`config.mk`:
```
export PLATFORM = sky130hd
export DESIGN_NAME = disp_job_ctrl
export DESIGN_NICKNAME = d
export VERILOG_FILES = /design/src/rtl/disp_job_ctrl.sv
export SDC_FILE = /design/constraint.sdc
export NUM_CORES = 1
export LEC_CHECK = 0
export BUFFER_PORTS_ARGS = -buffer_cell sky130_fd_sc_hd__buf_2
export CELL_PAD_IN_SITES_DETAIL_PLACEMENT = 1
export CELL_PAD_IN_SITES_GLOBAL_PLACEMENT = 2
export CORE_MARGIN = 4
export CORE_UTILIZATION = 32
export DETAILED_ROUTE_END_ITERATION = 8
export PLACE_DENSITY = 0.84
export SETUP_SLACK_MARGIN = 0.05
export SYNTH_ARGS = -nofsm -noshare
export SYNTH_HDL_FRONTEND = slang
export SYNTH_SLANG_ARGS = --single-unit
```
`constraint.sdc`:
```
create_clock -name clk -period 6.89 [get_ports clk]
set_clock_uncertainty 0.1 [all_clocks]
set_input_delay 0.689 -clock clk [delete_from_list [all_inputs] [get_ports clk]]
set_output_delay 0.689 -clock clk [all_outputs]
set_load 0.005 [all_outputs]
```
`src/rtl/disp_job_ctrl.sv`:
```
module disp_job_ctrl #(
  parameter int BATCH = 16,
  parameter int CNT_W = 16,
  localparam int BW = $clog2(BATCH + 1)
) (
  input  logic             clk,
  input  logic             rst_n,
  input  logic             host_start,
  input  logic             host_ack,
  input  logic [CNT_W-1:0] total_count,
  output logic             load_start,
  output logic [BW-1:0]    load_count,
  input  logic             load_done,
  output logic             proc_start,
  output logic             proc_en,
  output logic             proc_clear,
  output logic [BW-1:0]    proc_count,
  input  logic             proc_done,
  output logic             flush_start,
  input  logic             flush_done,
  output logic             host_done
);

  typedef enum logic [2:0] {IDLE, LOAD, PROC, NEXT, FLUSH, DONE} st_t;

  st_t             st, st_d;
  logic            first;
  logic [CNT_W-1:0] rem;
  logic [BW-1:0]   batch_n;

  assign batch_n = (rem >= CNT_W'(BATCH)) ? BW'(BATCH) : rem[BW-1:0];

  always_comb begin
    st_d = st;
    case (st)
      IDLE:  if (host_start) st_d = (total_count == '0) ? FLUSH : LOAD;
      LOAD:  if (load_done)  st_d = PROC;
      PROC:  if (proc_done)  st_d = NEXT;
      NEXT:  st_d = (rem == '0) ? FLUSH : LOAD;
      FLUSH: if (flush_done) st_d = DONE;
      DONE:  if (host_ack)   st_d = IDLE;
      default: st_d = IDLE;
    endcase
  end

  always_ff @(posedge clk or negedge rst_n) begin
    if (!rst_n) begin
      st    <= IDLE;
      first <= 1'b0;
      rem   <= '0;
    end else begin
      st    <= st_d;
      first <= (st_d != st);
      if (st == IDLE && host_start)
        rem <= total_count;
      else if (st == PROC && proc_done)
        rem <= rem - CNT_W'(batch_n);
    end
  end

  assign load_start  = (st == LOAD) && first;
  assign proc_clear  = load_start;
  assign proc_start  = (st == PROC) && first;
  assign proc_en     = (st == PROC);
  assign flush_start = (st == FLUSH) && first;
  assign host_done   = (st == DONE);
  assign load_count  = batch_n;
  assign proc_count  = batch_n;

  AST_LOAD_PULSE: assert property (@(posedge clk) disable iff (!rst_n)
    load_start |=> !load_start);
  AST_BATCH_SIZE: assert property (@(posedge clk) disable iff (!rst_n)
    load_start |-> (load_count != '0 && int'(load_count) <= BATCH));
  AST_PROC_AFTER_LOAD: assert property (@(posedge clk) disable iff (!rst_n)
    $rose(proc_en) |-> $past(load_done));
  AST_FLUSH_EMPTY: assert property (@(posedge clk) disable iff (!rst_n)
    flush_start |-> rem == '0);
  AST_DONE_HOLD: assert property (@(posedge clk) disable iff (!rst_n)
    (host_done && !host_ack) |=> host_done);
  AST_ONE_STROBE: assert property (@(posedge clk) disable iff (!rst_n)
    $onehot0({load_start, proc_start, flush_start}));

endmodule

```
==> flow_summary.toml <==
[yosys]
synthDistinctLibCells = 47
netlist_instances = 159
synth.net_count = 183
synth_edf_count = 0
avgSynthCellArea_um2 = 8.751
async_reset_ff_frac = 1.000
netlist_area_um2 = 1391
synth-seq-cells = 20
synth-seq-area-share = 0.3597
synth_warnings = 0
synth_flop_cell = "dfrtp_1"

[cells_and_area]
layout-area-overhead-vs-synth_pct = 16.28
drive_above_1_share = 0.2872
final_common_cell = "buf_2"
final_cell_mix = "buf_2, dfrtp_1, nand2_1, nor2_1, o211ai_1"
final_core_util = 0.3931
antenna_cells = 0
nNetsFinal = 214

[power_and_ir_drop]
peakVddDrop_mv = 0.1543
powerDensity_nw_per_um2 = 368.6
leakage_nw = 0.7086

[clocking]
postCtsHoldBufs = 0
clk_root_buffer_cell = "clkbuf_8"
post_cts_resized = 0
cts.path.max_buffers = 2
clk_pin_slew_ns = 0.08
numCtsBuffers = 3
cts_tree = "built"
clkLatencyLatePin_ns = 0.27
cts_setup_buffers = 0
cts.htree.levels = 1
cts.sinks = 20

[critical_path]
crit_path_end_kind = "primary output"
reg2regPathDepth = 8
path_max_fanout = 9
critPathLaunchType = "register"
r2r_start = "rem[4]"
crit_required_ns = 6.10
r2r-end = "rem[1]"
arrival_ns = 2.46
r2r_setup_slack_ns = 4.19
path_class = "register to primary output"

[global_routing]
grt_pass1_wl_um = 7245
grt-ovfl-total = 0
grt_pass1_vias = 1429
grt_max_degree = 21
grtUsageTotal = 0.1718
antenna_found_initial = 0

[timing]
slew_headroom = 0.2718
fin_setup_tns_ns = 0
rsz0062_at_grt = "false"
timing.fmax_ghz = 0.3075
finalSetupViolCount = 0
hold_viol_final = 0
drv_slew = 0
finalCritPeriodShare = 0.4719
fin_crit_ns = 3.252
worst_slew_pin_slew_ns = 1.090

[floorplanning]
start_util = 0.3381
die_h_um = 73.94
rows = 23
die_w_um = 73.94
fp.dieArea_um2 = 5467
ios = 39
core_um2 = 4115

[route]
vias = 1381
wl_um = 4403
drc = 0
first_iter_violations = 87
antenna_left = 0
viasPerCell = 5.803
routedWlPerCell_um = 18.50
drtPass1Iterations = 6

[placed_design]
place_congestion = 0.9190
dp_hpwl_um = 3266
portBuffers = 38

[outcome]
outcome = "finished clean"

[run]
timing.max_cap.violations = 0

[worst_hold_path]
worstHoldPathType = "primary input to asynchronous set/reset pin"
## sequential cells by signal, indices dropped and copies added, names as in the netlist
register and flops:
st 3, rem 16, first 1
## routing by layer
metal  wire [µm]  up-vias  part of all wire  global-route usage
met3         225        4             0.051             0.03784
met4          35        0            0.0079             0.03823
li1            -      661                 -                   -
met1        2143      677              0.49              0.2523
met5           0        -                 0                   0
met2        1998       39              0.45              0.2579
## power breakdown
| group | total, mW | switching [mW] | internal [mW] |
|---|---|---|---|
| combinational | 0.259 | 0.143 | 0.116 |
| clock | 0.0820 | 0.0429 | 0.0391 |
| sequential | 0.255 | 0.0840 | 0.171 |
## logic make-up (layout without fill, tap and decap cells)
family	after synthesis	in the layout	share of synthesized area
buf+inv	15	44	0.05935
simple gates	79	79	0.3264
fa+ha+maj	1	1	0.008991
compound gates	41	41	0.2275
mux	2	2	0.01529
flops	20	20	0.3597
other cells	1	1	0.002695
## critical path, stage by stage (launching register included)
cell and delay (ns):
dfrtp_1 0.45, or3_1 0.43, nor4_2 0.44, and2_1 0.42, inv_1 0.18, nor2_1 0.14
buf_2 0.13
## cell type report
class | count | area, µm²
tap | 50 | 62.56
fill | 509 | 2497
multi-input combinational | 124 | 808.3
timing repair buffer | 39 | 197.7
inverter | 2 | 7.507
clock buffer | 3 | 41.29
sequential | 20 | 500.5
## metrics by stage
stage	hold WS, ns	power (mW)	cell area (µm²)	cells	worst slack [ns]
6_report	0.2827	0.5963	1618	238	3.638
5_1_grt	0.3122	0.6490	1618	238	3.430
4_1_cts	0.3021	0.5937	1618	238	3.688
3_5_place_dp	0.4799	0.5110	1577	235	3.974
3_3_place_gp	0.4605	0.4988	1577	235	4.098
2_1_floorplan	0.2934	0.4290	1391	159	4.250
## worst max-delay path by stage
stage / slack [ns] / startpoint / end
after floorplan: 4.25 / rem[10] / proc_count[2]
after global placement: 4.10 / rem[10] / proc_count[2]
after detailed placement: 3.97 / rem[10] / load_count[2]
after CTS: 3.69 / rem[10] / load_count[2]
after global routing: 3.43 / rem[4] / proc_count[2]
final: 3.64 / rem[4] / load_count[2]
## Yosys cell counts, types with 3 or more instances
cell type | number | area (µm²)
nand3_1 | 7 | 35.03
nand2_1 | 18 | 67.56
o21ai_0 | 4 | 20.02
nand2b_1 | 4 | 25.02
a21oi_1 | 8 | 40.04
nor4_1 | 4 | 25.02
nor3_1 | 4 | 20.02
o211ai_1 | 12 | 90.09
and3_1 | 4 | 25.02
buf_4 | 7 | 52.55
o311ai_0 | 4 | 35.03
nor2_1 | 12 | 45.04
clkbuf_1 | 6 | 22.52
dfrtp_1 | 20 | 500.5
nor3b_1 | 3 | 22.52
and2_1 | 3 | 18.77
or3_1 | 4 | 25.02
(Power assumes the default switching activity.)
